<file path="config.mk">
export PLATFORM = sky130hd
export DESIGN_NAME = quad_encoder_emu
export DESIGN_NICKNAME = d
export VERILOG_FILES = /design/src/rtl/enc_emu_pkg.sv /design/src/rtl/enc_angle_tracker.sv /design/src/rtl/enc_quad_mapper.sv /design/src/rtl/enc_marker_gen.sv /design/src/rtl/quad_encoder_emu.sv
export SDC_FILE = /design/constraint.sdc
export NUM_CORES = 1
export LEC_CHECK = 0
export ABC_AREA = 1
export BUFFER_PORTS_ARGS = -buffer_cell sky130_fd_sc_hd__buf_2
export CAP_MARGIN = 20
export CORE_MARGIN = 5
export CORE_UTILIZATION = 30
export CTS_CLUSTER_DIAMETER = 150
export DETAILED_ROUTE_END_ITERATION = 7
export GPL_TIMING_DRIVEN = 0
export PLACE_DENSITY_LB_ADDON = 0.15
export SKIP_LAST_GASP = 1
export SYNTH_ARGS = -nofsm -noshare
export SYNTH_HDL_FRONTEND = slang
export SYNTH_SLANG_ARGS = --single-unit
export TNS_END_PERCENT = 100
</file>
<file path="constraint.sdc">
create_clock -name clk -period 4.8 [get_ports clk]
set_input_delay 1.44 -clock clk [delete_from_list [all_inputs] [get_ports clk]]
set_output_delay 1.44 -clock clk [all_outputs]
set_load 0.005 [all_outputs]
</file>
<file path="src/rtl/enc_emu_pkg.sv">
// Package: shared constants and types for the encoder emulator.
// Assumes: angle width of at least 2 bits (two LSBs form the quadrature state).
package enc_emu_pkg;
    localparam int ENC_ANGLE_W = 12;

    // Quadrature channel pair
    typedef struct packed {
        logic a;
        logic b;
    } quad_t;
endpackage

</file>
<file path="src/rtl/enc_angle_tracker.sv">
// Module: enc_angle_tracker
// Samples the angle on each update enable and derives the direction of the
// latest non-zero step by modulo subtraction against the previous sample.
// Assumes: synchronous active-low reset; forward half-turn counts as increasing.
module enc_angle_tracker #(
    parameter int ANGLE_W = enc_emu_pkg::ENC_ANGLE_W
) (
    input  logic               clk,
    input  logic               rst_n,
    input  logic               upd_en,
    input  logic [ANGLE_W-1:0] angle_in,
    output logic [ANGLE_W-1:0] angle_q,
    output logic               dir_q
);
    localparam logic [ANGLE_W-1:0] ZERO_ANG = '0;
    localparam logic [ANGLE_W-1:0] ONE_LSB  = ANGLE_W'(1);

    logic [ANGLE_W-1:0] step_delta;

    // Modulo-one-turn distance from the held angle to the new one
    always_comb step_delta = angle_in - angle_q;

    // Hold the sampled angle and update direction on non-zero steps
    always_ff @(posedge clk) begin
        if (!rst_n) begin
            angle_q <= ZERO_ANG;
            dir_q   <= 1'b1;
        end else if (upd_en) begin
            angle_q <= angle_in;
            if (step_delta != ZERO_ANG)
                dir_q <= ~step_delta[ANGLE_W-1];
        end
    end

    // forward single step (including wrap to zero) drives direction high
    a_r5_dir_up: assert property (@(posedge clk) disable iff (!rst_n)
        (upd_en && angle_in == ANGLE_W'(angle_q + ONE_LSB)) |=> dir_q);

    // backward single step drives direction low
    a_r5_dir_down: assert property (@(posedge clk) disable iff (!rst_n)
        (upd_en && angle_in == ANGLE_W'(angle_q - ONE_LSB)) |=> !dir_q);

    // a zero step keeps the direction
    a_r9_dir_keep: assert property (@(posedge clk) disable iff (!rst_n)
        (upd_en && angle_in == angle_q) |=> $stable(dir_q));

    // without an update the held angle does not move
    a_r8_hold_angle: assert property (@(posedge clk) disable iff (!rst_n)
        !upd_en |=> $stable(angle_q));
endmodule

</file>
<file path="src/rtl/enc_quad_mapper.sv">
// Module: enc_quad_mapper
// Maps the two low angle bits onto Gray-ordered A/B levels so that an
// increasing angle makes A lead B.
// Assumes: angle moves by at most one LSB per update.
module enc_quad_mapper (
    input  logic [1:0]            phase,
    output enc_emu_pkg::quad_t    quad
);
    // Gray mapping: 00->00, 01->10, 10->11, 11->01 (shown as A,B)
    always_comb begin
        quad.a = phase[1] ^ phase[0];
        quad.b = phase[1];
    end
endmodule

</file>
<file path="src/rtl/enc_marker_gen.sv">
// Module: enc_marker_gen
// Raises the north marker while the sampled angle sits in the zero state.
// Assumes: the marker spans one quadrature state (a quarter A cycle).
module enc_marker_gen #(
    parameter int ANGLE_W = enc_emu_pkg::ENC_ANGLE_W
) (
    input  logic [ANGLE_W-1:0] angle,
    output logic               marker
);
    // Zero-angle detect
    always_comb marker = (angle == '0);
endmodule

</file>
<file path="src/rtl/quad_encoder_emu.sv">
// Module: quad_encoder_emu
// Top level: incremental encoder emulation from an absolute angle word.
// Assumes: upd_en pulses at the position update rate and the angle moves at
// most one LSB per pulse in normal tracking; larger jumps are classified by
// the shorter way round the circle (forward half counts as increasing).
module quad_encoder_emu #(
    parameter int ANGLE_W = enc_emu_pkg::ENC_ANGLE_W
) (
    input  logic               clk,
    input  logic               rst_n,
    input  logic               upd_en,
    input  logic [ANGLE_W-1:0] angle_in,
    output logic               enc_a,
    output logic               enc_b,
    output logic               enc_dir,
    output logic               enc_nm
);
    import enc_emu_pkg::*;

    localparam logic [ANGLE_W-1:0] ONE_LSB = ANGLE_W'(1);

    logic [ANGLE_W-1:0] angle_q;
    logic               dir_q;
    quad_t              quad;
    logic               marker;

    enc_angle_tracker #(.ANGLE_W(ANGLE_W)) u_tracker (
        .clk      (clk),
        .rst_n    (rst_n),
        .upd_en   (upd_en),
        .angle_in (angle_in),
        .angle_q  (angle_q),
        .dir_q    (dir_q)
    );

    enc_quad_mapper u_mapper (
        .phase (angle_q[1:0]),
        .quad  (quad)
    );

    enc_marker_gen #(.ANGLE_W(ANGLE_W)) u_marker (
        .angle  (angle_q),
        .marker (marker)
    );

    // Drive the encoder pins from the mapped state
    always_comb begin
        enc_a   = quad.a;
        enc_b   = quad.b;
        enc_dir = dir_q;
        enc_nm  = marker;
    end

    // the marker only appears in the A=0,B=0 state
    a_r7_marker_in_zero_state: assert property (@(posedge clk) disable iff (!rst_n)
        enc_nm |-> (!enc_a && !enc_b));

    // a single-LSB step toggles exactly one channel
    a_r10_one_channel: assert property (@(posedge clk) disable iff (!rst_n)
        (upd_en && (angle_in == ANGLE_W'(angle_q + ONE_LSB) ||
                    angle_in == ANGLE_W'(angle_q - ONE_LSB)))
        |=> $countones({enc_a, enc_b} ^ $past({enc_a, enc_b})) == 1);

    // no update, no output movement
    a_r8_outputs_hold: assert property (@(posedge clk) disable iff (!rst_n)
        !upd_en |=> $stable({enc_a, enc_b, enc_dir, enc_nm}));
endmodule

</file>
==> results by stage <==
Run status:
- The flow ran to the end, and the final reports show no timing, DRC or antenna violations.

Setup path:
- The startpoint identified for the worst register-to-register timing path is u_tracker.angle_q[1].
- Walking the worst path, the cells encountered are buf_2 > ha_1 > nand2_1 > nand2_1 > nand2_1 > nand2_1 > nand2_1 > nand2_1 > nor2_1 > nand2_1 > nor2_1 > nand3_1 > nand2_1 > nand2_1 > nand2_1 > nand2_1.
- The slowest stage cell on the critical path is sky130_fd_sc_hd__ha_1.
- The critical path capture point is u_tracker.dir_q.
- The critical path data arrival time is 2.99 ns.
- The cell type with the highest occurrence count on the critical path is sky130_fd_sc_hd__nand2_1.
- Setup slack on the worst reg-to-reg path comes out at 2.86 ns.
- The timing startpoint of the critical path is angle_in[1].
- STA classifies the critical path startpoint as an input pin.
- Counting cells, the worst reg-to-reg path comes to 16.
- The endpoint of the lowest-slack register-to-register path is u_tracker.dir_q.
- The kind of critical path is in -> reg.
- On the worst path, the slowest cell contributes a delay of 0.35 ns.
- Along the worst path, the maximum fanout reaches 4.
- The worst setup path is captured at a register.
- The data required time of the critical path is 4.92 ns.

Clock tree:
- TritonCTS built the clock tree.
- In this run the deepest clock path goes through 2 buffers.
- The number of buffers added by the clock tree synthesis step is 3.
- The clock root buffer is sky130_fd_sc_hd__clkbuf_8.
- The post-CTS setup buffer count is 0.
- Clock tree synthesis found a total of 13 sinks.
- Buffers inserted to repair hold after CTS numbered 0.
- The post-cts resize count is 0.
- The post-CTS clock slew at the launch and capture registers of the worst setup and hold paths is 0.06 ns.
- CTS built an H-tree with a depth of 1.
- The clock latency at the later pin of the worst-skew pair is 0.24 ns.

Route:
- The routed layout has 1230 vias.
- The average vias per placed instance is 4.51.
- After detailed routing, the total wire length is 2.87 mm.
- Once detail routing completed, the nets flagged for antenna violations numbered 0.
- The detailed-route DRC error count is 0.
- The detailed-route wire length per cell is 10.5 um.
- The detailed-router iteration count before antenna repair is 4.
- The first routing iteration left 49 violations.

Yosys:
- Of the synthesized area, sequential elements account for 0.223.
- The average cell area after synthesis is 5.76 um2.
- The area of the mapped netlist is 1170 um2.
- Counting every net in the synthesized netlist gives 230.
- The yosys synthesis warning count is 0.
- The portion of synthesized cell area occupied by the leading cell type is 0.223.
- By area the synthesized netlist is led by sky130_fd_sc_hd__dfxtp_1, sky130_fd_sc_hd__nand2_1, sky130_fd_sc_hd__inv_1.
- The post-synthesis cell type count is 15.
- The number of standard cells after synthesis is 203.
- The cell type contributing the most total cell area after synthesis is sky130_fd_sc_hd__dfxtp_1.
- Counting flops and latches in the post-synthesis netlist gives 13.

Timing:
- After layout, the worst setup slack is 1.93 ns.
- The final hold violation count was 0.
- The actual slew at the worst max-slew pin is 0.452 ns.
- Static timing analysis puts the maximum clock frequency at 349 MHz.
- For the final database, setup skew stands at 0.00222 ns.
- Setup repair after global routing left no endpoint under its margin.
- Headroom to the max-slew limit came out at 0.698.
- The clock period minus final worst setup slack is 2.87 ns.
- The total negative slack is 0 ns.
- Setup violations remaining at the end of the flow were counted as 0.
- The count of final max-slew check failures is 0.
- The final clock period utilization by the worst path is 0.598.

Floorplan:
- The number of cell rows is 22.
- The area of the core region is 3720 um2.
- The I/O pin count is 19.
- The vertical die dimension is 72.4 um.
- The floorplan step defined a die boundary enclosing 5240 um2.
- For this configuration, the core starts out at a cell density of 0.314.
- The die width is 72.4 um.

Pwr:
- Power comes to 345 uW.
- The analysis attributes to cell leakage a power of 0.000768 uW.
- For this design the ratio of total power to cell area is 253 nW/um2.
- The worst-case vdd ir drop is 0.143 mV.

GRT:
- The total overflow left after global routing is 0.
- The largest net degree at the start of global routing is 11.
- The first global-routing pass estimated 4.77 mm of wire.
- In the global route stage, overall resource usage came out at 0.115.
- The initial antenna violation count is 0.
- The via count of the first global-routing pass is 1101.

Place:
- At the end of routability-driven placement, the weighted congestion stood at 0.745.
- The number of buffers added on ports is 18.
- The worst setup slack before clock tree synthesis is 1.67 ns.
- The total half-perimeter wirelength after legalization and detailed placement is 2.46 mm.

Finish:
- The number of antenna diodes in the final layout is 0.
- The share of layout cells above drive strength 1 is 0.0933.
- The layout overhead on the synthesized area is 16.7%.
- The number of nets in the layout is 253.

Run:
- The number of max-cap violations is 0.

Worst hold path:
- The path type of the worst min-delay path is reg -> reg.
[worst max-delay path: cells and delay by family]
kind | cells | cell delay, ns
and+or+nand+nor | 14 | 1.10
adders and majority gates | 1 | 0.35
buffers and inverters | 1 | 0.11
[kinds of logic after synthesis]
family          share of synthesized area
compound gates                      0.146
xor+xnor                          0.00750
fa+ha+maj                           0.128
buf+inv                             0.145
flops                               0.223
simple gates                        0.351
[sequential cells by signal (all words and copies together) (netlist names)]
name	cells
u_tracker.angle_q	12
u_tracker.dir_q	1
[metal layers]
metal	vias up	GRT usage	routed length (um)
li1	685	-	-
met1	525	0.148	1400
met2	18	0.194	1350
met3	2	0.0139	92
met4	0	0.0492	24
met5	-	0	0
[area by class of cell]
type                    count  area, um2
clock buffers               4       45.0
well taps                  48       60.1
flip-flops and latches     13        260
plain buffers               3       11.3
inverters                  42        158
fillers                   444       2350
repair buffers             18       90.1
multi-input cells         145        739
[through the flow]
step	instance area, um2	hold WS (ns)	utilization	cells
6_report	1360	0.487	0.367	273
3_3_place_gp	1320	0.476	0.355	269
5_1_grt	1360	0.524	0.367	273
3_5_place_dp	1320	0.480	0.355	269
2_1_floorplan	1170	0.452	-	203
4_1_cts	1360	0.487	0.367	273
[cell usage after synthesis]
cell                        n
sky130_fd_sc_hd__nand2_1   58
sky130_fd_sc_hd__inv_1     42
sky130_fd_sc_hd__a21oi_1   18
sky130_fd_sc_hd__nand3_1   18
sky130_fd_sc_hd__nor2_1    16
sky130_fd_sc_hd__dfxtp_1   13
sky130_fd_sc_hd__o21ai_0   13
sky130_fd_sc_hd__ha_1      12
sky130_fd_sc_hd__nand4_1    5
sky130_fd_sc_hd__clkbuf_1   2
sky130_fd_sc_hd__o21bai_1   2
sky130_fd_sc_hd__buf_1      1
sky130_fd_sc_hd__nor3_1     1
sky130_fd_sc_hd__or2_1      1
sky130_fd_sc_hd__xnor2_1    1
[cell usage in the layout (no fill, tap or decap), drive strengths merged]
cell and n:
nand3 18, o21ai 13, clkbuf 6, buf 19
inv 42, dfxtp 13, nand2 58, nor3 1
ha 12, or2 1, nand4 5, o21bai 2
xnor2 1, nor2 16, a21oi 18
[how the worst min path moves through the flow]
stage	to	from	cells after the start	slack (ns)
5_1_grt	u_tracker.angle_q[5]	u_tracker.angle_q[5]	2	0.52
4_1_cts	u_tracker.angle_q[6]	u_tracker.angle_q[6]	2	0.49
3_3_place_gp	u_tracker.angle_q[5]	u_tracker.angle_q[5]	2	0.48
6_report	u_tracker.angle_q[6]	u_tracker.angle_q[6]	2	0.49
2_1_floorplan	u_tracker.angle_q[3]	u_tracker.angle_q[3]	2	0.45
3_5_place_dp	u_tracker.angle_q[6]	u_tracker.angle_q[6]	2	0.48
[report_power, final]
part | switching (uW) | total (uW) | internal, uW
clock | 38.2 | 96.8 | 58.6
sequential | 2.81 | 119 | 116
combinational | 79.8 | 129 | 49.6
total | 121 | 345 | 224
Note: power is estimated with default switching activity, not from simulation.
